**src/rtl/shsw_pkg.sv**
```systemverilog
package shsw_pkg;
   typedef enum logic [1:0] {
      SHSW_SRL  = 2'b00,
      SHSW_SRA  = 2'b01,
      SHSW_SLL  = 2'b10,
      SHSW_SWAP = 2'b11
   } shsw_op_e;
endpackage

```
**src/rtl/shsw_amt_quant.sv**
```systemverilog
// Maps a requested amount onto the allowed shift counts {0..MID-1, MID, SAT}.
module shsw_amt_quant #(
   parameter int SRC_W   = 16,
   parameter int CNT_W   = 4,
   parameter int MID_CNT = 4,
   parameter int SAT_CNT = 8
) (
   input  logic [SRC_W-1:0] amt,
   output logic [CNT_W-1:0] cnt
);
   if (MID_CNT >= SAT_CNT) begin : g_bad_order
      $error("shsw_amt_quant: MID_CNT must be below SAT_CNT");
   end
   if (SAT_CNT >= (1 << CNT_W)) begin : g_bad_cnt
      $error("shsw_amt_quant: CNT_W too narrow for SAT_CNT");
   end
   if (SRC_W < CNT_W) begin : g_bad_src
      $error("shsw_amt_quant: SRC_W narrower than CNT_W");
   end

   always_comb begin
      if (amt >= SRC_W'(SAT_CNT))
         cnt = CNT_W'(SAT_CNT);
      else if (amt >= SRC_W'(MID_CNT))
         cnt = CNT_W'(MID_CNT);
      else
         cnt = amt[CNT_W-1:0];
   end
endmodule

```
**src/rtl/shsw_shifter.sv**
```systemverilog
// Log-depth barrel shifter, one stage per count bit.
module shsw_shifter #(
   parameter int DATA_W = 16,
   parameter int CNT_W  = 4
) (
   input  logic [DATA_W-1:0] din,
   input  logic [CNT_W-1:0]  cnt,
   input  logic              left,
   input  logic              arith,
   output logic [DATA_W-1:0] dout
);
   if ((1 << (CNT_W - 1)) >= DATA_W) begin : g_bad_depth
      $error("shsw_shifter: top stage would exceed the data width");
   end

   logic              fill;
   logic [DATA_W-1:0] stage [CNT_W+1];

   assign fill     = arith & din[DATA_W-1];
   assign stage[0] = din;

   for (genvar i = 0; i < CNT_W; i++) begin : g_stage
      localparam int SH = 1 << i;
      logic [DATA_W-1:0] fill_mask;
      logic [DATA_W-1:0] shifted;
      assign fill_mask  = fill ? ~({DATA_W{1'b1}} >> SH) : '0;
      assign shifted    = left ? (stage[i] << SH) : ((stage[i] >> SH) | fill_mask);
      assign stage[i+1] = cnt[i] ? shifted : stage[i];
   end

   assign dout = stage[CNT_W];
endmodule

```
**src/rtl/shsw_swap.sv**
```systemverilog
module shsw_swap #(
   parameter int DATA_W = 16
) (
   input  logic [DATA_W-1:0] din,
   output logic [DATA_W-1:0] dout
);
   localparam int HALF = DATA_W / 2;
   if ((DATA_W % 2) != 0) begin : g_bad_width
      $error("shsw_swap: DATA_W must be even");
   end
   assign dout = {din[HALF-1:0], din[DATA_W-1:HALF]};
endmodule

```
**src/rtl/shsw_unit.sv**
```systemverilog
module shsw_unit #(
   parameter int REG_W       = 24,
   parameter int DATA_W      = 16,
   parameter int IMM_W       = 7,
   parameter int MID_CNT     = 4,
   parameter int SAT_CNT     = 8,
   parameter bit SHARE_QUANT = 1'b1
) (
   input  logic              clk,
   input  logic              rst_n,
   input  logic              issue,
   input  logic [1:0]        op,
   input  logic              amt_imm,
   input  logic [REG_W-1:0]  rd_val,
   input  logic [REG_W-1:0]  rs_val,
   input  logic [IMM_W-1:0]  imm_amt,
   output logic              res_vld,
   output logic [REG_W-1:0]  result,
   output logic              flag_n,
   output logic              flag_z
);
   import shsw_pkg::*;

   localparam int CNT_W = $clog2(SAT_CNT + 1);
   localparam int PAD_W = REG_W - DATA_W;

   if (REG_W <= DATA_W) begin : g_bad_reg
      $error("shsw_unit: REG_W must exceed DATA_W");
   end
   if (IMM_W > DATA_W) begin : g_bad_imm
      $error("shsw_unit: IMM_W must not exceed DATA_W");
   end

   shsw_op_e          op_e;
   logic [CNT_W-1:0]  cnt;
   logic [DATA_W-1:0] sh_out;
   logic [DATA_W-1:0] sw_out;
   logic [DATA_W-1:0] nxt_low;
   logic              unused_hi;

   assign op_e      = shsw_op_e'(op);
   assign unused_hi = ^{rd_val[REG_W-1:DATA_W], rs_val[REG_W-1:DATA_W]};

   if (SHARE_QUANT) begin : g_quant_shared
      logic [DATA_W-1:0] amt_sel;
      assign amt_sel = amt_imm ? DATA_W'(imm_amt) : rs_val[DATA_W-1:0];
      shsw_amt_quant #(.SRC_W(DATA_W), .CNT_W(CNT_W), .MID_CNT(MID_CNT), .SAT_CNT(SAT_CNT))
         i_quant (.amt(amt_sel), .cnt(cnt));
   end else begin : g_quant_split
      logic [CNT_W-1:0] cnt_reg;
      logic [CNT_W-1:0] cnt_imm;
      shsw_amt_quant #(.SRC_W(DATA_W), .CNT_W(CNT_W), .MID_CNT(MID_CNT), .SAT_CNT(SAT_CNT))
         i_quant_reg (.amt(rs_val[DATA_W-1:0]), .cnt(cnt_reg));
      shsw_amt_quant #(.SRC_W(IMM_W), .CNT_W(CNT_W), .MID_CNT(MID_CNT), .SAT_CNT(SAT_CNT))
         i_quant_imm (.amt(imm_amt), .cnt(cnt_imm));
      assign cnt = amt_imm ? cnt_imm : cnt_reg;
   end

   shsw_shifter #(.DATA_W(DATA_W), .CNT_W(CNT_W)) i_shifter (
      .din   (rd_val[DATA_W-1:0]),
      .cnt   (cnt),
      .left  (op_e == SHSW_SLL),
      .arith (op_e == SHSW_SRA),
      .dout  (sh_out)
   );

   shsw_swap #(.DATA_W(DATA_W)) i_swap (
      .din  (rs_val[DATA_W-1:0]),
      .dout (sw_out)
   );

   assign nxt_low = (op_e == SHSW_SWAP) ? sw_out : sh_out;

   always_ff @(posedge clk) begin
      if (!rst_n) begin
         res_vld <= 1'b0;
         result  <= '0;
         flag_n  <= 1'b0;
         flag_z  <= 1'b0;
      end else begin
         res_vld <= issue;
         if (issue) begin
            result <= {{PAD_W{1'b0}}, nxt_low};
            flag_n <= nxt_low[DATA_W-1];
            flag_z <= (nxt_low == '0);
         end
      end
   end
endmodule

```
**config.mk**
```make
export PLATFORM = sky130hd
export DESIGN_NAME = shsw_unit
export DESIGN_NICKNAME = d
export VERILOG_FILES = /design/src/rtl/shsw_pkg.sv /design/src/rtl/shsw_amt_quant.sv /design/src/rtl/shsw_shifter.sv /design/src/rtl/shsw_swap.sv /design/src/rtl/shsw_unit.sv
export SDC_FILE = /design/constraint.sdc
export NUM_CORES = 1
export LEC_CHECK = 0
export BUFFER_PORTS_ARGS = -buffer_cell sky130_fd_sc_hd__buf_4
export CELL_PAD_IN_SITES_DETAIL_PLACEMENT = 1
export CELL_PAD_IN_SITES_GLOBAL_PLACEMENT = 2
export CORE_ASPECT_RATIO = 1.2
export CORE_MARGIN = 5
export CORE_UTILIZATION = 28
export DETAILED_ROUTE_END_ITERATION = 16
export GPL_TIMING_DRIVEN = 0
export PLACE_DENSITY = 0.87
export SETUP_SLACK_MARGIN = 0.15
export SYNTH_ARGS = -nofsm -noshare
export SYNTH_HDL_FRONTEND = slang
export SYNTH_HIERARCHICAL = 1
export SYNTH_SLANG_ARGS = --single-unit
export TNS_END_PERCENT = 1
```
**constraint.sdc**
```tcl
create_clock -name clk -period 5.4 [get_ports clk]
set_clock_uncertainty 0.2 [all_clocks]
set_input_delay 0.81 -clock clk [delete_from_list [all_inputs] [get_ports clk]]
set_output_delay 0.81 -clock clk [all_outputs]
set_load 0.01 [all_outputs]
```
==> results by group, run 1 <==
Synthesis
  • Syn Area/Cell: 7.13 sq um
  • Register area share after synthesis: 12.5%
  • XOR/XNOR share of the synthesized area: 0%
  • Most area-consuming cells after synthesis: dfxtp_1 13%, buf_4 7.1%, nand3_1 6.6%
  • Gate Count Post-Synth: 403
  • Adder-Cell Fraction of Synth Area: 0%
  • Largest family of logic cells by synthesized area: simple AND/OR/NAND/NOR gates
  • Ys Warns: 6
  • Synth cell types: 64
  • Post-synthesis mux area share: 12.2%
  • Post-synth EDFFs: 0
  • Synth Flop Type: dfxtp_1
  • Yosys top cell by area: dfxtp_1
  • Synth Area in Simple Gates: 31.9%
  • Synth top area share: 12.5%
  • Synthesized cell area: 2870 sq um
  • Post-synthesis compound-gate area fraction: 28.1%
  • FF+latch count, synth: 18
  • Post-synth ARST share: 0%

Setup path
  • Worst reg2reg startpoint: result[8]
  • CP required: 5.33 ns
  • Data arrival time of the critical path: 4.71 ns
  • Flop-to-flop setup slack: 4.56 ns
  • Critical path class: primary input to register
  • Worst reg2reg endpoint: result[8]
  • Setup crit start kind: primary input
  • Critical path fanouts, max: 10
  • Critical path capture point type: register
  • R2r worst-path depth: 1

Drt
  • Router iterations before antenna repair: 6
  • Antenna-violating nets left: 0
  • Routed via count: 3431
  • Total wire length: 12200 um
  • Residual DRC count: 0
  • Drt wl/cell: 20.3 um
  • Initial drt markers: 150
  • Vias per cell: 5.74

Hold path
  • HP Class: register to register
  • Hold Path Stages: 1
  • HP Start: result[11]
  • Hold EP: result[11]

Layout
  • Nets@finish: 534
  • Most frequent cells in the layout: 85 x buf_4, 48 x nand2_1, 38 x nand3_1
  • Synth-to-layout area growth: 24.9%
  • Post-route cell area: 3590 sq um
  • # diodes: 0
  • Most common cell after layout, fill and taps aside: buf_4
  • Fillers: 1312
  • Ratio of cells with drive above 1 in the final layout: 29.7%

Clock tree
  • Setup Fix Bufs, Post-CTS: 0
  • Clk buf depth: 2
  • Sink Count: 18
  • CTS Buf Count: 3
  • Clock transition at path regs: 0.05 ns
  • Root Driver: clkbuf_16
  • TritonCTS clock tree: done
  • # H-tree levels: 1
  • Clk Latency, worst-skew pair: 0.25 ns

Timing
  • Setup Viol. Count Final: 0
  • Setup TNS: 0 ns
  • Period utilization: 88.5%
  • Worst rel slew slack: 59.7%
  • Post-layout min period: 4.78 ns
  • Final Hold Viols: 0
  • Worst slew pin tran: 0.602 ns
  • Fin. max-slew vios: 0
  • Fmax: 0.209 GHz
  • RSZ-0062 raised after global routing: no

Die
  • Num rows: 40
  • # IOs: 88
  • DIE HEIGHT: 121 um
  • DIE WIDTH: 102 um
  • Initial core utilization: 28.7%
  • Core Box Area: 10000 sq um
  • Die area: 12400 sq um

Power
  • Max IR drop VDD: 0.190 mV
  • Clk pwr share: 30.6%
  • Leak pwr: 1.60 nW
  • PD cells: 147 nW/um^2
  • Sw power: 0.000171 W
  • Combinational share of power: 41.5%
  • Switch share: 32.3%
  • Internal power: 0.000357 W
  • Flop pwr share: 27.9%

Job
  • # Max-Cap Violations: 0

Placed design
  • Port bufs: 58
  • Cell Area, Placed: 3490 sq um
  • Hpwl dp: 9940 um
  • Routability cong.: 0.904

GRT
  • Gr usage total: 19.8%
  • First-pass GRT wire length: 19500 um
  • Total global routing overflow: 0
  • Vias in the first global route: 3603
  • Initial antenna violation count: 0
  • Largest net degree at the start of global routing: 11

Outcome
  • Status: finished, final reports clean
[power by group through the flow]
stage          combinational (W)  sequential [W]  clock [W]
6_report                0.000219        0.000147   0.000162
3_3_place_gp            0.000213        0.000150          0
2_1_floorplan           0.000129        0.000153          0
5_1_grt                 0.000238        0.000149   0.000171
3_5_place_dp            0.000217        0.000150          0
4_1_cts                 0.000218        0.000148   0.000163
[how the worst max path moves through the flow]
| stage | startpoint | to | cells past startpoint |
|---|---|---|---|
| final | amt_imm | flag_z | 15 |
| after global routing | amt_imm | flag_z | 15 |
| after CTS | amt_imm | flag_z | 13 |
| after detailed placement | amt_imm | flag_z | 13 |
| after global placement | amt_imm | flag_z | 13 |
| after floorplan | amt_imm | flag_z | 15 |
[Yosys cell counts (all sizes together) (9+ instances only)]
| cell | number |
|---|---|
| nor4 | 12 |
| o21ai | 19 |
| nand2b | 9 |
| nand3 | 38 |
| mux2i | 16 |
| nor2b | 15 |
| mux2 | 11 |
| buf | 51 |
| nand2 | 49 |
| dfxtp | 18 |
| o211a | 16 |
| nor2 | 28 |
| nor3 | 9 |
| a21oi | 25 |
[registers in the layout, indices dropped and copies added, names as in the netlist]
name / cells
flag_z: 1
flag_n: 1
res_vld: 1
result: 15
[cells by family after synthesis]
| group | count (synthesis) |
|---|---|
| AND/OR/NAND/NOR | 179 |
| flip-flops | 18 |
| multiplexers | 30 |
| AO/OA/AOI/OAI | 111 |
| other | 1 |
| buffers and inverters | 64 |
[what timing repair did]
action / CTS / global route
resized for setup: 0 / 1
endpoints found under the setup margin: 0 / 1
hold buffers: 0 / 0
[worst max-delay path: stages]
cell,delay (ns)
buf_2,0.17
mux2_2,0.39
or4b_2,0.70
nor4_1,0.19
clkbuf_2,0.25
buf_2,0.27
inv_1,0.20
a31oi_1,0.37
a21boi_0,0.39
o21ai_1,0.14
a221oi_2,0.33
nor4_1,0.09
and3_1,0.21
nand4_1,0.12
o211ai_2,0.09
[layer usage]
layer  global-route usage (%)  up-vias  wire, um
met4                     7.14        0       450
met3                     1.84       31       728
met1                     23.9     1653      4810
li1                         -     1608         -
met2                     35.5      139      6160
met5                        0        -         0
[through the flow]
step                worst slack, ns  utilization, %  hold slack, ns  power, W  instances
floorplan                      1.21               -           0.309  0.000282        410
global placement              0.340            34.9           0.270  0.000363        594
detailed placement            0.325            34.9           0.271  0.000367        594
CTS                           0.545            35.8           0.285  0.000528        598
global route                  0.443            35.8           0.300  0.000558        598
finish                        0.621            35.8           0.281  0.000528        598
[layout make-up]
type	instances	area [sq um]	area share (%)
inverter	8	30.0	0.837
timing repair buffer	58	435	12.1
clock buffer	4	88.8	2.48
buffer	56	400	11.2
multi-input combinational	328	2110	58.9
sequential	18	360	10.0
tap	126	158	4.40
(Power assumes the default switching activity.)
==> inputs of run 2 (changes only) <==
--- a/config.mk
+++ b/config.mk
@@ -16,3 +16,3 @@
 export PLACE_DENSITY = 0.87
-export SETUP_SLACK_MARGIN = 0.15
+export SETUP_SLACK_MARGIN = 0.5
 export SYNTH_ARGS = -nofsm -noshare
--- a/constraint.sdc
+++ b/constraint.sdc
@@ -4,2 +4,2 @@
 set_output_delay 0.81 -clock clk [all_outputs]
-set_load 0.01 [all_outputs]
+set_load 0.005 [all_outputs]
==> run 2 against run 1 <==
- worst hold slack is the same
- count of clock-buffer cells in the layout is the same
- power shrank 0.87%
- non-clock buffer count is the same
- clock power is essentially flat
- die area is the same
- setup slack gained 0.075 ns
- global-route usage is the same
- sequential cell count is the same
- register-to-register slack is essentially flat
- largest cell class unchanged
- highest routed layer unchanged
==> results by group, run 2 (synthesis results as in run 1) <==
GRT
  • Largest net degree at the start of global routing: 11 (unchanged)
  • Vias in the first global route: 3603 (unchanged)
  • Initial antenna violation count: 0 (unchanged)
  • Gr usage total: 19.8% (unchanged)
  • First-pass GRT wire length: 19500 um (unchanged)
  • Grt met1 use: 23.9% (unchanged)
  • Routing usage on met2: 35.5% (unchanged)
  • Total global routing overflow: 0 (unchanged)
  • Busiest grt layer: met2
  • Met3 GRT Util: 1.84% (unchanged)

Die
  • Initial core utilization: 28.7% (unchanged)
  • Num rows: 40 (unchanged)
  • DIE WIDTH: 102 um (unchanged)
  • Core Box Area: 10000 sq um (unchanged)
  • # IOs: 88 (unchanged)
  • Die area: 12400 sq um (unchanged)
  • DIE HEIGHT: 121 um (unchanged)

Timing
  • RSZ-0062 raised after global routing: no
  • Worst rel slew slack: 59.7% (about the same)
  • Post-layout min period: 4.70 ns (-0.0751 ns)
  • Period utilization: 87.1% (-1.4 points)
  • Fmax: 0.213 GHz (+1.6%)
  • Setup Viol. Count Final: 0 (unchanged)
  • Setup TNS: 0 ns (unchanged)
  • Final Hold Viols: 0 (unchanged)
  • Worst slew pin tran: 0.602 ns (-0.000601 ns)
  • Fin. max-slew vios: 0 (unchanged)

Drt
  • Vias per cell: 5.74 (about the same)
  • Routed via count: 3434 (+0.087%)
  • Antenna-violating nets left: 0 (unchanged)
  • Residual DRC count: 0 (unchanged)
  • Drt wl/cell: 20.4 um (+0.26%)
  • Router iterations before antenna repair: 5 (-1)
  • Initial drt markers: 145 (-3.3%)
  • Total wire length: 12200 um (+0.26%)

Setup path
  • Critical path capture point type: register
  • Critical-path cell list: buf_2, mux2_2, or4b_2, nor4_1, clkbuf_2, buf_2, inv_1, a31oi_2, a21boi_0, o21ai_1, a221oi_2, nor4_1, and3_1, nand4_1, o211ai_2
  • Critical path class: primary input to register
  • Crit-path max cell delay: 0.70 ns (about the same)
  • Cell family with most CP delay: simple AND/OR/NAND/NOR gates
  • Slowest cell on crit path: or4b_2
  • CP required: 5.33 ns (about the same)
  • Critical path fanouts, max: 10 (unchanged)
  • Setup crit start kind: primary input
  • Data arrival time of the critical path: 4.63 ns (-0.08 ns)
  • Buf+Inv Stages, Crit Path: 4 (unchanged)

Clock tree
  • Clk buf depth: 2 (unchanged)
  • Sink Count: 18 (unchanged)
  • CTS Buf Count: 3 (unchanged)
  • Root Driver: clkbuf_16
  • Setup Fix Bufs, Post-CTS: 0 (unchanged)
  • TritonCTS clock tree: done
  • # H-tree levels: 1 (unchanged)
  • Clk Latency, worst-skew pair: 0.25 ns (about the same)
  • Clock transition at path regs: 0.05 ns (about the same)

Layout
  • Most frequent cells in the layout: 85 x buf_4, 48 x nand2_1, 38 x nand3_1
  • Ratio of cells with drive above 1 in the final layout: 29.9% (+0.21 points)
  • Nets@finish: 534 (unchanged)
  • Most common cell after layout, fill and taps aside: buf_4
  • Number of flip-flops in the largest register: 15 (unchanged)
  • Post-layout util: 35.9% (+0.062 points)
  • # diodes: 0 (unchanged)
  • Synth-to-layout area growth: 25.1%
  • Biggest register: result
  • Post-route insts no fill: 598 (unchanged)

Hold path
  • HP Class: register to register

Power
  • Leak pwr: 1.60 nW (about the same)
  • Max IR drop VDD: 0.189 mV (-0.55%)
  • PD cells: 146 nW/um^2 (-1.0%)

Job
  • # Max-Cap Violations: 0 (unchanged)

Outcome
  • Status: finished, final reports clean

Placed design
  • Port bufs: 58 (unchanged)
  • Hpwl dp: 9940 um (unchanged)
  • Routability cong.: 0.904 (unchanged)
  • Placed Cells: 594 (unchanged)
## run 2: cell types whose count changed in the layout (fill, tap and decap cells not counted)
cell / change
a31oi_1: -1
a31oi_2: +1
## run 2: area by class of cell
class | count | area [sq um]
buffer | 56 | 400
timing repair buffer | 58 | 435
sequential | 18 | 360
multi-input combinational | 328 | 2120
clock buffer | 4 | 88.8
fill | 1313 | 6420
inverter | 8 | 30.0
tap | 126 | 158
## run 2: metrics by stage
stage / instance area, sq um / setup WS [ns] / hold slack (ns) / total power (W)
after global routing: 3590 / 0.521 / 0.300 / 0.000553
after detailed placement: 3490 / 0.325 / 0.271 / 0.000361
final: 3590 / 0.696 / 0.281 / 0.000523
after floorplan: 2900 / 1.21 / 0.277 / 0.000277
after global placement: 3490 / 0.340 / 0.270 / 0.000358
after CTS: 3580 / 0.545 / 0.285 / 0.000523
## run 2: layer usage
metal | vias to the layer above | share of wire (%) | routed length, um
met3 | 31 | 5.8 | 702
li1 | 1608 | - | -
met5 | - | 0 | 0
met1 | 1664 | 40 | 4840
met2 | 131 | 51 | 6190
met4 | 0 | 3.7 | 451
## run 2: path summary, 6_finish.rpt
| check | start | end | slack [ns] | cells after the start |
|---|---|---|---|---|
| hold reg to reg | result[11] | result[11] | 0.28 | 1 |
| setup / recovery | amt_imm | flag_z | 0.70 | 15 |
| setup reg to reg | result[8] | result[8] | 4.56 | 1 |
| hold / removal | result[11] | result[11] | 0.28 | 1 |
## run 2: power breakdown
group | internal (W) | switching [W] | total (W)
clock | 0.000113 | 0.0000489 | 0.000162
sequential | 0.000142 | 0.00000521 | 0.000147
combinational | 0.000102 | 0.000112 | 0.000214
## run 2: timing repair
action,CTS,global route
endpoints found under the setup margin,0,7
hold buffers,0,0
gates resized for setup,0,2
==> inputs of run 3 (changes only) <==
CORE_ASPECT_RATIO = 0.75   (was 1.2)
==> run 3 against run 2 <==
- sequential share of layout area about the same
- sequential power about the same
- cell count up 1.7%
- global-route usage down 0.65 points
- clock power about the same
- sequential cell count unchanged
- utilization down 0.44 points
- combinational power about the same
- fmax up 0.25%
- count of clock-buffer cells in the layout unchanged
==> results by group, run 3 (synthesis results as in run 1) <==
Clock tree
  • Root Driver: clkbuf_16
  • # H-tree levels: 1 (unchanged)
  • Clock transition at path regs: 0.05 ns (about the same)
  • Clk Latency, worst-skew pair: 0.24 ns (about the same)
  • Clk buf depth: 2 (unchanged)
  • Cts hold-fix bufs: 0 (unchanged)
  • TritonCTS clock tree: done
  • Sink Count: 18 (unchanged)
  • CTS Buf Count: 3 (unchanged)

Placed design
  • Routability cong.: 0.983 (+8.6%)
  • Cell Area, Placed: 3500 sq um (+0.36%)
  • Port bufs: 58 (unchanged)
  • Hpwl dp: 9860 um (-0.80%)

Setup path
  • Cell family with most CP delay: compound AO/OA/AOI/OAI gates
  • Critical path fanouts, max: 10 (unchanged)
  • Data arrival time of the critical path: 4.61 ns (-0.02 ns)
  • Critical path class: primary input to register
  • Setup crit start kind: primary input
  • Critical-path cell list: buf_2, mux2_2, or4b_2, nor4_1, buf_2, buf_1, a21oi_1, o221ai_1, o32ai_1, a211oi_1, nor4_1, nand4_1, o211ai_2
  • Slowest cell on crit path: or4b_2
  • CP required: 5.32 ns (about the same)
  • Critical path capture point type: register
  • Crit-path max cell delay: 0.68 ns (-0.02 ns)
  • Buf+Inv Stages, Crit Path: 3 (-1)

Die
  • Die area: 12400 sq um (about the same)
  • Initial core utilization: 28.2% (-0.45 points)
  • Num rows: 32 (-20%)
  • Core Box Area: 10200 sq um (+1.6%)
  • DIE HEIGHT: 97.7 um (-19%)
  • DIE WIDTH: 127 um (+24%)
  • # IOs: 88 (unchanged)

Power
  • PD cells: 145 nW/um^2 (-0.39%)
  • Leak pwr: 1.60 nW (about the same)
  • Max IR drop VDD: 0.0945 mV (-50%)

Drt
  • Antenna-violating nets left: 0 (unchanged)
  • Vias per cell: 5.66 (-1.4%)
  • Drt wl/cell: 19.7 um (-3.3%)
  • Router iterations before antenna repair: 5 (unchanged)
  • Initial drt markers: 285 (+97%)
  • Metal-1 WL: 5740 um (+18%)
  • Total wire length: 12000 um (-1.7%)
  • Residual DRC count: 0 (unchanged)
  • Met2 wire length: 5160 um (-17%)
  • Metal3 WL: 1040 um (+48%)
  • Highest Signal Layer: met4
  • Routed via count: 3444 (+0.29%)

Layout
  • Post-route cell area: 3600 sq um (+0.35%)
  • # diodes: 0 (unchanged)
  • Synth-to-layout area growth: 25.5%
  • Biggest register: result
  • Fillers: 1296 (-1.3%)
  • Nets@finish: 534 (unchanged)
  • Most frequent cells in the layout: 85 x buf_4, 48 x nand2_1, 38 x nand3_1
  • Number of flip-flops in the largest register: 15 (unchanged)
  • Most common cell after layout, fill and taps aside: buf_4
  • Ratio of cells with drive above 1 in the final layout: 29.9% (unchanged)

GRT
  • First-pass GRT wire length: 19700 um (+0.78%)
  • Initial antenna violation count: 0 (unchanged)
  • Largest net degree at the start of global routing: 11 (unchanged)
  • Gr usage total: 19.1% (-0.65 points)
  • Total global routing overflow: 0 (unchanged)
  • Vias in the first global route: 3628 (+0.69%)

Timing
  • Worst slew pin tran: 0.647 ns (+0.0454 ns)
  • Post-layout min period: 4.69 ns (-0.0119 ns)
  • Setup Viol. Count Final: 0 (unchanged)
  • Worst rel slew slack: 56.5% (-3.2 points)
  • RSZ-0062 raised after global routing: no
  • Fmax: 0.213 GHz (+0.25%)
  • Fin. max-slew vios: 0 (unchanged)
  • Final Hold Viols: 0 (unchanged)
  • Setup TNS: 0 ns (unchanged)
  • Period utilization: 86.9% (-0.22 points)

Outcome
  • Status: finished, final reports clean

Job
  • # Max-Cap Violations: 0 (unchanged)

Hold path
  • HP Class: register to register
## run 3: path summary, 6_finish.rpt
| kind | from | end | slack [ns] | cells past startpoint |
|---|---|---|---|---|
| setup / recovery | amt_imm | flag_z | 0.71 | 13 |
| hold / removal | result[2] | result[2] | 0.28 | 1 |
| setup reg to reg | result[3] | result[3] | 4.56 | 1 |
| hold reg to reg | result[2] | result[2] | 0.28 | 1 |
## run 3: cell type report
type / instances / area [sq um] / share of cell area, %
buffer: 56 / 400 / 11.1
clock buffer: 4 / 88.8 / 2.46
inverter: 8 / 30.0 / 0.833
multi-input combinational: 328 / 2120 / 58.8
sequential: 18 / 360 / 10.0
tap: 136 / 170 / 4.72
timing repair buffer: 58 / 435 / 12.1
## run 3: layer usage
layer,track usage [%],vias to the layer above
met3,3.79,6
met1,28.8,1664
li1,-,1622
met2,29.1,152
met5,0,-
met4,1.90,0
## run 3: power by group
part           leakage [nW]  internal (W)  switching (W)
Sequential            0.149      0.000142     0.00000509
Clock                0.0442      0.000113      0.0000478
Combinational          1.41      0.000102       0.000113
Total                  1.60      0.000357       0.000166
## run 3: metrics by stage
step                      utilization (%)  worst slack, ns  total power, W  std cells  hold WS, ns
after CTS                            35.3            0.695        0.000527        608        0.280
after floorplan                         -             1.21        0.000277        410        0.277
after detailed placement             34.4            0.464        0.000362        604        0.267
final                                35.4            0.708        0.000523        608        0.276
after global placement               34.4            0.442        0.000359        604        0.268
after global routing                 35.4            0.556        0.000557        608        0.304
## run 3: what timing repair did
item / CTS / global route
resized for setup: 0 / 2
setup buffers: 0 / 0
endpoints found under the setup margin: 0 / 6
